`config.mk`:
```
export PLATFORM = sky130hd
export DESIGN_NAME = rps_two_step_prog
export DESIGN_NICKNAME = d
export VERILOG_FILES = /design/src/rtl/rps_pkg.sv /design/src/rtl/rps_meas_port.sv /design/src/rtl/rps_ramp_gen.sv /design/src/rtl/rps_plan.sv /design/src/rtl/rps_two_step_prog.sv
export SDC_FILE = /design/constraint.sdc
export NUM_CORES = 1
export LEC_CHECK = 0
export BUFFER_PORTS_ARGS = -buffer_cell sky130_fd_sc_hd__buf_2
export CAP_MARGIN = 20
export CORE_MARGIN = 5
export CORE_UTILIZATION = 40
export CTS_BUF_LIST = sky130_fd_sc_hd__clkbuf_16
export CTS_CLUSTER_SIZE = 30
export DETAILED_ROUTE_END_ITERATION = 8
export PLACE_DENSITY = 0.58
export SYNTH_ARGS = -nofsm -noshare
export SYNTH_HDL_FRONTEND = slang
export SYNTH_SLANG_ARGS = --single-unit
```
`constraint.sdc`:
```
create_clock -name clk -period 6.3 [get_ports clk]
set_input_delay 0 -clock clk [delete_from_list [all_inputs] [get_ports clk]]
set_output_delay 0 -clock clk [all_outputs]
set_load 0.05 [all_outputs]
```
`src/rtl/rps_pkg.sv`:
```
package rps_pkg;

  typedef enum logic [2:0] {
    ST_IDLE, ST_MEAS0, ST_RAMP1, ST_MEAS1, ST_RAMP2, ST_DONE, ST_ERR
  } rps_state_e;

  typedef enum logic [1:0] {
    CAUSE_NONE  = 2'b00,
    CAUSE_TMO   = 2'b01,
    CAUSE_RANGE = 2'b10,
    CAUSE_ORDER = 2'b11
  } rps_cause_e;

endpackage

```
`src/rtl/rps_meas_port.sv`:
```
module rps_meas_port #(
  parameter int TMO_CYC = 256
) (
  input  logic clk,
  input  logic rst_n,
  input  logic launch,
  input  logic meas_ack,
  output logic meas_req,
  output logic got,
  output logic tmo
);
  localparam int TW = $clog2(TMO_CYC + 1);

  logic [TW-1:0] wait_cnt;

  assign got = meas_req && meas_ack;
  assign tmo = meas_req && !meas_ack && (wait_cnt == TW'(TMO_CYC - 1));

  always_ff @(posedge clk) begin
    if (!rst_n) begin
      meas_req <= 1'b0;
      wait_cnt <= '0;
    end else if (launch) begin
      meas_req <= 1'b1;
      wait_cnt <= '0;
    end else if (meas_req) begin
      if (got || tmo) meas_req <= 1'b0;
      else            wait_cnt <= wait_cnt + 1'b1;
    end
  end
endmodule

```
`src/rtl/rps_ramp_gen.sv`:
```
module rps_ramp_gen #(
  parameter int DAC_W = 8,
  parameter int DIV_W = 8
) (
  input  logic             clk,
  input  logic             rst_n,
  input  logic             load,
  input  logic [DAC_W-1:0] start_code,
  input  logic [DAC_W-1:0] stop_code,
  input  logic [DIV_W-1:0] div,
  output logic [DAC_W-1:0] dac_code,
  output logic             ramp_en,
  output logic             fin
);
  logic [DAC_W-1:0] stop_q;
  logic [DIV_W-1:0] tick_cnt;
  logic             tick;

  assign tick = ramp_en && (tick_cnt == div);
  assign fin  = tick && (dac_code == stop_q);

  always_ff @(posedge clk) begin
    if (!rst_n) begin
      dac_code <= '0;
      stop_q   <= '0;
      tick_cnt <= '0;
      ramp_en  <= 1'b0;
    end else if (load) begin
      dac_code <= start_code;
      stop_q   <= stop_code;
      tick_cnt <= '0;
      ramp_en  <= 1'b1;
    end else if (ramp_en) begin
      if (tick) begin
        tick_cnt <= '0;
        if (dac_code == stop_q) begin
          ramp_en  <= 1'b0;
          dac_code <= '0;
        end else begin
          dac_code <= dac_code + 1'b1;
        end
      end else begin
        tick_cnt <= tick_cnt + 1'b1;
      end
    end
  end
endmodule

```
`src/rtl/rps_plan.sv`:
```
module rps_plan #(
  parameter int DAC_W = 8,
  parameter int CW    = DAC_W + 4
) (
  input  logic                    second,
  input  logic signed [DAC_W+1:0] vt,
  input  logic [DAC_W-1:0]        tgt,
  input  logic [DAC_W-1:0]        ovd,
  input  logic signed [CW-1:0]    mid_in,
  output logic signed [CW-1:0]    mid_out,
  output logic [DAC_W-1:0]        start_code,
  output logic [DAC_W-1:0]        stop_code,
  output logic                    order_bad,
  output logic                    range_bad
);
  localparam int TH_W = DAC_W + 2;
  localparam logic signed [CW-1:0] FULL_S = CW'((1 << DAC_W) - 1);
  localparam logic signed [CW-1:0] TWO_S  = CW'(2);

  function automatic logic signed [CW-1:0] ext_u(input logic [DAC_W-1:0] u);
    return $signed({{(CW-DAC_W){1'b0}}, u});
  endfunction

  function automatic logic signed [CW-1:0] ext_s(input logic signed [TH_W-1:0] s);
    return $signed({{(CW-TH_W){s[TH_W-1]}}, s});
  endfunction

  function automatic logic [DAC_W-1:0] sat_code(input logic signed [CW-1:0] v);
    if (v[CW-1])       return '0;
    else if (v > FULL_S) return '1;
    else               return v[DAC_W-1:0];
  endfunction

  logic signed [CW-1:0] vt_s, tgt_s, ovd_s, ovd_eff, ramp_lo, ramp_hi;

  always_comb begin
    vt_s  = ext_s(vt);
    tgt_s = ext_u(tgt);
    ovd_s = ext_u(ovd);
    if (!second) begin
      mid_out   = vt_s + ((tgt_s - vt_s) >>> 1);
      ovd_eff   = ovd_s;
      order_bad = (tgt_s - vt_s) < TWO_S;
      ramp_hi   = mid_out + ovd_eff;
    end else begin
      mid_out   = mid_in;
      ovd_eff   = ovd_s + mid_in - vt_s;
      order_bad = vt_s >= tgt_s;
      ramp_hi   = tgt_s + ovd_eff;
    end
    ramp_lo    = vt_s + ovd_eff;
    range_bad  = ramp_hi[CW-1] || (ramp_hi > FULL_S);
    start_code = sat_code(ramp_lo);
    stop_code  = sat_code(ramp_hi);
  end
endmodule

```
`src/rtl/rps_two_step_prog.sv`:
```
module rps_two_step_prog #(
  parameter int LVL_BITS = 2,
  parameter int DAC_W    = 8,
  parameter int DIV_W    = 8,
  parameter int TMO_CYC  = 256
) (
  input  logic                              clk,
  input  logic                              rst_n,
  input  logic                              start,
  input  logic [LVL_BITS-1:0]               level,
  input  logic [(1<<LVL_BITS)*DAC_W-1:0]    lvl_table,
  input  logic [DIV_W-1:0]                  ramp_div,
  input  logic [DAC_W-1:0]                  ovd_base,
  output logic                              meas_req,
  input  logic                              meas_ack,
  input  logic signed [DAC_W+1:0]           meas_vt,
  output logic [DAC_W-1:0]                  dac_code,
  output logic                              ramp_en,
  output logic                              busy,
  output logic                              done,
  output logic                              err,
  output logic [1:0]                        err_cause
);
  import rps_pkg::*;

  localparam int MID_W = DAC_W + 4;

  rps_state_e           state;
  rps_cause_e           cause_q;
  logic [DAC_W-1:0]     tgt_q, ovd_q;
  logic [DIV_W-1:0]     div_q;
  logic signed [MID_W-1:0] mid_q, mid_new;

  logic meas_got, meas_tmo, launch, ramp_load, ramp_fin;
  logic [DAC_W-1:0] plan_start, plan_stop;
  logic plan_order_bad, plan_range_bad, in_meas, second_step;

  assign in_meas     = (state == ST_MEAS0) || (state == ST_MEAS1);
  assign second_step = (state == ST_MEAS1);
  assign launch      = ((state == ST_IDLE) && start) || ((state == ST_RAMP1) && ramp_fin);
  assign ramp_load   = in_meas && meas_got && !plan_order_bad && !plan_range_bad;

  assign busy      = (state != ST_IDLE);
  assign done      = (state == ST_DONE);
  assign err       = (state == ST_ERR);
  assign err_cause = cause_q;

  rps_meas_port #(.TMO_CYC(TMO_CYC)) u_meas (
    .clk(clk), .rst_n(rst_n), .launch(launch), .meas_ack(meas_ack),
    .meas_req(meas_req), .got(meas_got), .tmo(meas_tmo)
  );

  rps_plan #(.DAC_W(DAC_W), .CW(MID_W)) u_plan (
    .second(second_step), .vt(meas_vt), .tgt(tgt_q), .ovd(ovd_q),
    .mid_in(mid_q), .mid_out(mid_new), .start_code(plan_start),
    .stop_code(plan_stop), .order_bad(plan_order_bad), .range_bad(plan_range_bad)
  );

  rps_ramp_gen #(.DAC_W(DAC_W), .DIV_W(DIV_W)) u_ramp (
    .clk(clk), .rst_n(rst_n), .load(ramp_load), .start_code(plan_start),
    .stop_code(plan_stop), .div(div_q), .dac_code(dac_code),
    .ramp_en(ramp_en), .fin(ramp_fin)
  );

  always_ff @(posedge clk) begin
    if (!rst_n) begin
      state   <= ST_IDLE;
      cause_q <= CAUSE_NONE;
      tgt_q   <= '0;
      ovd_q   <= '0;
      div_q   <= '0;
      mid_q   <= '0;
    end else begin
      case (state)
        ST_IDLE: if (start) begin
          tgt_q   <= lvl_table[level*DAC_W +: DAC_W];
          ovd_q   <= ovd_base;
          div_q   <= ramp_div;
          cause_q <= CAUSE_NONE;
          state   <= ST_MEAS0;
        end
        ST_MEAS0, ST_MEAS1: begin
          if (meas_tmo) begin
            cause_q <= CAUSE_TMO;
            state   <= ST_ERR;
          end else if (meas_got) begin
            if (plan_order_bad) begin
              cause_q <= CAUSE_ORDER;
              state   <= ST_ERR;
            end else if (plan_range_bad) begin
              cause_q <= CAUSE_RANGE;
              state   <= ST_ERR;
            end else begin
              mid_q <= mid_new;
              state <= second_step ? ST_RAMP2 : ST_RAMP1;
            end
          end
        end
        ST_RAMP1: if (ramp_fin) state <= ST_MEAS1;
        ST_RAMP2: if (ramp_fin) state <= ST_DONE;
        default:  state <= ST_IDLE;
      endcase
    end
  end
endmodule

```
Word-level counts from Yosys, hierarchy flattened

Cells that the tools add are included.

Logic and storage cells: 112
Bits in registers: 76
Output and inout port bits: 15
Bits of input ports: 64

Shift-type cells: 1
Magnitude comparators: 4
Multiplexer cells: 34
Reduce and logical (&&, ||, !) cells: 31
$add $sub $neg: 10
Eq/ne operators: 14
Bitwise gates (word level): 6

Operators by type and width:

| cell                  | number |
|---|---|
| $mux W8               | 9 |
| $shiftx A32 B6 Y8     | 1 |
| $add A9 B12 Y12       | 2 |
| $gt A12 B9 Y1 const B | 2 |
| $mux W12              | 2 |
| $mux W3               | 8 |
| $add A8 B1 Y8 const B | 2 |
| $eq A8 B8 Y1          | 2 |
| $add A10 B12 Y12      | 1 |
| $add A12 B9 Y12       | 1 |
| $pmux W3 S4           | 1 |
| $sub A12 B10 Y12      | 1 |
| $add A10 B10 Y11      | 1 |
| $lt A11 B3 Y1 const B | 1 |
| $sub A9 B10 Y11       | 1 |
| $ge A10 B9 Y1         | 1 |
| $logic_and A1 B1 Y1   | 10 |
| $mux W2               | 5 |
| $add A9 B1 Y9 const B | 1 |
| $eq A3 B3 Y1 const B  | 3 |
| $eq A9 B8 Y1 const B  | 1 |
| $mux W1               | 8 |
| $reduce_and A4 Y1     | 2 |
| $eq A3 B2 Y1 const B  | 2 |
| 14 further kinds      | 32 |

Logic depth before layout (Yosys ltp)

Depth in word-level cells: 11
Depth in mapped cells: 24
Gate-level depth less buffers: 23

Hierarchy

Synthesis repeated with hierarchy kept, for this count alone.

Cells, all modules: 883
Area, all modules: 7,236.9 µm²

By module, submodules not included:

| module            | area each (µm²) | cells each | sequential area each (µm²) | times used |
|---|---|---|---|---|
| rps_plan          | 3,402.0         | 457        | 0.0                        | 1 |
| rps_two_step_prog | 1,985.7         | 219        | 820.8                      | 1 |
| rps_ramp_gen      | 1,363.8         | 152        | 500.5                      | 1 |
| rps_meas_port     | 485.5           | 55         | 200.2                      | 1 |

Least setup slack after synthesis

No wires, ideal clock.

Path kind: register to register
Start: register tgt_q[0]
End: register u_ramp.dac_code[0]
Data required time: 6,173 ps
Arrival: 4,733 ps
Buffers on the path: 1
Period minus slack after synthesis: 4,860 ps
Cell stages (with the launch flop): 22
Library setup time: 127 ps
Setup slack: 1,440 ps
Path through: dfxtp_1 > inv_1 > ha_1 > inv_1 > fa_1 > a211oi_1 > nor2_1 > xor2_1 > ha_1 > o21a_1 > o31a_1 > a21oi_1 > ha_1 > and3_1 > a221oi_1 > nand4_1 > or3_4 > a2111oi_4 > o21ai_2 > a211oi_4 > buf_6 > o21ai_0

Longest elaborated chain between the ends: 10
Elaborated cells between the ends (all ways): 18
Classes of those cells: add/sub: 4; order compare: 3; mux: 3; reduce/logical: 8

RTL lines:

| what                                | RTL line                       | text |
|---|---|---|
| start: declaration                  | rps_two_step_prog.sv:30        | `logic [DAC_W-1:0] tgt_q, ovd_q;` |
| start signal: assignment            | rps_two_step_prog.sv:76        | `tgt_q <= lvl_table[level*DAC_W +: DAC_W];` |
| $sub A9 B10 Y11                     | rps_plan.sv:41, rps_plan.sv:43 |  |
| $add A10 B10 Y11                    | rps_plan.sv:41                 | `mid_out = vt_s + ((tgt_s - vt_s) >>> 1);` |
| $add A12 B9 Y12                     | rps_plan.sv:44                 | `ramp_hi = mid_out + ovd_eff;` |
| $mux W12                            | rps_plan.sv:40                 | `if (!second) begin` |
| $gt A12 B9 Y1                       | rps_plan.sv:52                 | `range_bad = ramp_hi[CW-1] \|\| (ramp_hi > FULL_S);` |
| $logic_or A1 B1 Y1                  | rps_plan.sv:52                 |  |
| $logic_not A1 Y1                    | rps_two_step_prog.sv:41        | `assign ramp_load = in_meas && meas_got && !plan_order_bad && !plan_range_bad;` |
| $logic_and A1 B1 Y1 *               | rps_two_step_prog.sv:41        |  |
| $reduce_bool A2 Y1 (no source line) | -                              |  |
| $reduce_and A2 Y1 (no source line)  | -                              |  |
| end signal: assignment              | rps_ramp_gen.sv:29             | `dac_code <= start_code;` |
| end signal: assignment              | rps_ramp_gen.sv:40             | `dac_code <= dac_code + 1'b1;` |
| end: declaration                    | rps_ramp_gen.sv:11             | `output logic [DAC_W-1:0] dac_code,` |

Mark *: on every way between the ends. The rest lies on a longest branch, timed or not.
A chain may end at the register's enable or synchronous reset.

Worst setup path in the final report

Ends and elaborated chain as after synthesis.

==> impl_metrics.json <==
{
  "avgSynthCellArea_sq_um": 7.71,
  "synthCells": 894,
  "die-area_sq_um": 20000,
  "min_path_type": "input pin to flip-flop",
  "first_global_vias": 6341,
  "path_clk_slew_ps": 60,
  "vdd_drop_max_v": 0.000136,
  "critical_path_class": "flip-flop to flip-flop",
  "ant_nets": 0,
  "ys_warn_count": 0,
  "register_area_sq_um": 1500,
  "synth_top_flop_cell": "dfxtp_1",
  "num_io_pins": 79,
  "ctsHoldBuffers": 16,
  "cts_tree": "done",
  "synth_top_area_share_pct": 21.8,
  "clkLatencyLatePin_ps": 340,
  "cts_buffer_depth": 2,
  "grt_pass1_wl_mm": 32.1,
  "synth-edff-count": 0,
  "ys_ff_latch": 75,
  "htreeDepth": 3,
  "detail_route.wl_per_cell_um": 16.5,
  "maxCapViolations": 0,
  "ys_seq_area_share_pct": 21.8,
  "status": "complete, no violations",
  "slew_viol_final": 0,
  "cts_resized": 0,
  "endpoint_kind": "flip-flop",
  "setup_viol": 0,
  "tightest_slew_ps": 942,
  "multiInputGateArea_sq_um": 4980,
  "hold_viol_final": 0,
  "max_freq_mhz": 179,
  "grt.total_usage_pct": 19.9,
  "rows": 48,
  "grt_max_degree": 48,
  "synthArstFlopShare_pct": 0,
  "post-cts-setup-buffer-count": 0,
  "cts-root-buf": "clkbuf_16",
  "syn2layout_area_growth_pct": 14.7,
  "power.density_nw_per_um2": 227,
  "drtIter0Drc": 434,
  "numPortBuffers": 78,
  "finalCritPeriodShare_pct": 88.5,
  "drcViolationCount": 0,
  "gp_congestion": 0.879,
  "drive_above_1_share_pct": 12.1,
  "overflow": 0,
  "clock_sinks": 75,
  "relSlewSlack_pct": 37.1,
  "syn_nets": 1035,
  "totalWireLength_mm": 19.8,
  "die_x_um": 141,
  "start_kind": "flip-flop",
  "coreArea_sq_um": 17100,
  "setup_ws_ps": 722,
  "place_ws_ps": 785,
  "critical_path.max_fanout": 17,
  "antenna_found_initial": 0,
  "setup_tns_ps": 0,
  "insertedDiodeCount": 0,
  "fin_crit_ps": 5580,
  "final_nets": 1109,
  "cellLeakagePower_nw": 3.30,
  "ys_types": 64,
  "synth_area_sq_um": 6890,
  "dr.pass1.iters": 5,
  "clock_skew_ps": 7.13,
  "hpwl_mm": 15.8,
  "numCtsBuffers": 9,
  "viasPerCell": 5.45,
  "synth_area_leader_cell": "dfxtp_1",
  "n_fill_cell": 1726,
  "arrival_ps": 5770,
  "initial_core_util_pct": 40.3,
  "synth_area_leaders": "dfxtp_1 22%, ha_1 12%, nand2_1 7.0%",
  "grt_setup_unrepaired": "no",
  "die_y_um": 141,
  "required_ps": 6490,
  "vias": 6527
}
==> final timing paths <==
check / start / to / slack [ps] / depth (start not counted)
max: tgt_q[0] / u_ramp.dac_code[0] / 720 / 22
min: lvl_table[27] / tgt_q[3] / 130 / 4
max reg2reg: tgt_q[0] / u_ramp.dac_code[0] / 720 / 22
min reg2reg: mid_q[6] / mid_q[6] / 460 / 2
==> cell type report <==
type	count	area share (%)
multi-input combinational	714	63.0
sequential	75	19.0
timing repair buffer	99	7.44
tap	225	3.56
inverter	69	3.28
clock buffer	9	2.85
clock inverter	7	0.855
==> per-layer routing <==
layer	vias up	GRT usage (%)	wire (um)
met3	29	3.00	994
met2	169	31.2	8760
met4	0	5.92	413
met1	3007	28.3	9610
met5	-	0	0
li1	3322	-	-
==> flip-flops by register name, summed over array words and instances, names as in the netlist, 8 cells and up <==
signal and count:
u_ramp.tick_cnt 8, mid_q 11, ovd_q 8, div_q 8
u_ramp.stop_q 8, tgt_q 8, u_meas.wait_cnt 9, u_ramp.dac_code 8
==> cells by family (layout without fill, tap and decap cells) <==
group / after synthesis / after routing / synth area share, %
multiplexers: 31 / 31 / 5.95
buffers and inverters: 105 / 184 / 5.92
flip-flops: 75 / 75 / 21.8
adder cells (fa/ha/maj): 77 / 77 / 15.4
AND/OR/NAND/NOR: 318 / 318 / 21.8
XOR/XNOR: 65 / 65 / 8.26
AO/OA/AOI/OAI: 223 / 223 / 20.9
==> cell usage after synthesis (14+ instances only) <==
master    number
o21ai_0       59
nand2_1      129
xnor2_1       48
nand4_1       16
a211oi_1      15
xor2_1        17
nor2_1        63
mux2i_1       23
nand3_1       15
nor3_1        22
a21oi_1       63
ha_1          64
nor2b_1       14
clkbuf_1      29
dfxtp_1       75
inv_1         69
==> power breakdown <==
group	internal (mW)	switching [mW]
registers	0.493	0.0255
clock network	0.306	0.217
logic	0.305	0.452
total	1.10	0.695
==> per-stage QoR <==
step	cells	power [mW]	cell area, sq um	hold WS [ps]	utilization, %
2_1_floorplan	894	1.07	6890	136	-
3_3_place_gp	1166	1.27	7450	245	43.5
3_5_place_dp	1166	1.27	7450	249	43.5
4_1_cts	1198	1.80	7910	124	46.2
5_1_grt	1198	1.92	7910	138	46.2
6_report	1198	1.80	7910	128	46.2
==> critical path, cell delays in order (launching register included) <==
cell	delay, ps
dfxtp_1	330
inv_1	60
ha_1	160
inv_1	60
fa_1	400
a211oi_1	330
nor2_1	110
xor2_1	210
ha_1	310
o21ai_0	100
o21bai_1	80
a21oi_1	300
o21bai_1	100
a21oi_1	180
xnor2_1	100
ha_1	310
a21boi_0	340
nand4_1	130
or3_4	360
a2111oi_4	400
o21ai_2	200
a211oi_4	660
o21ai_0	210
==> layout by cell type, fill, tap and decap left out, types with 22 or more instances in the layout <==
| master | instances |
|---|---|
| nand2_1 | 129 |
| a21oi_1 | 63 |
| buf_2 | 78 |
| inv_1 | 70 |
| ha_1 | 64 |
| xnor2_1 | 48 |
| o21ai_0 | 59 |
| nor2_1 | 63 |
| dfxtp_1 | 75 |
| mux2i_1 | 23 |
| nor3_1 | 22 |
(Power assumes the default switching activity.)
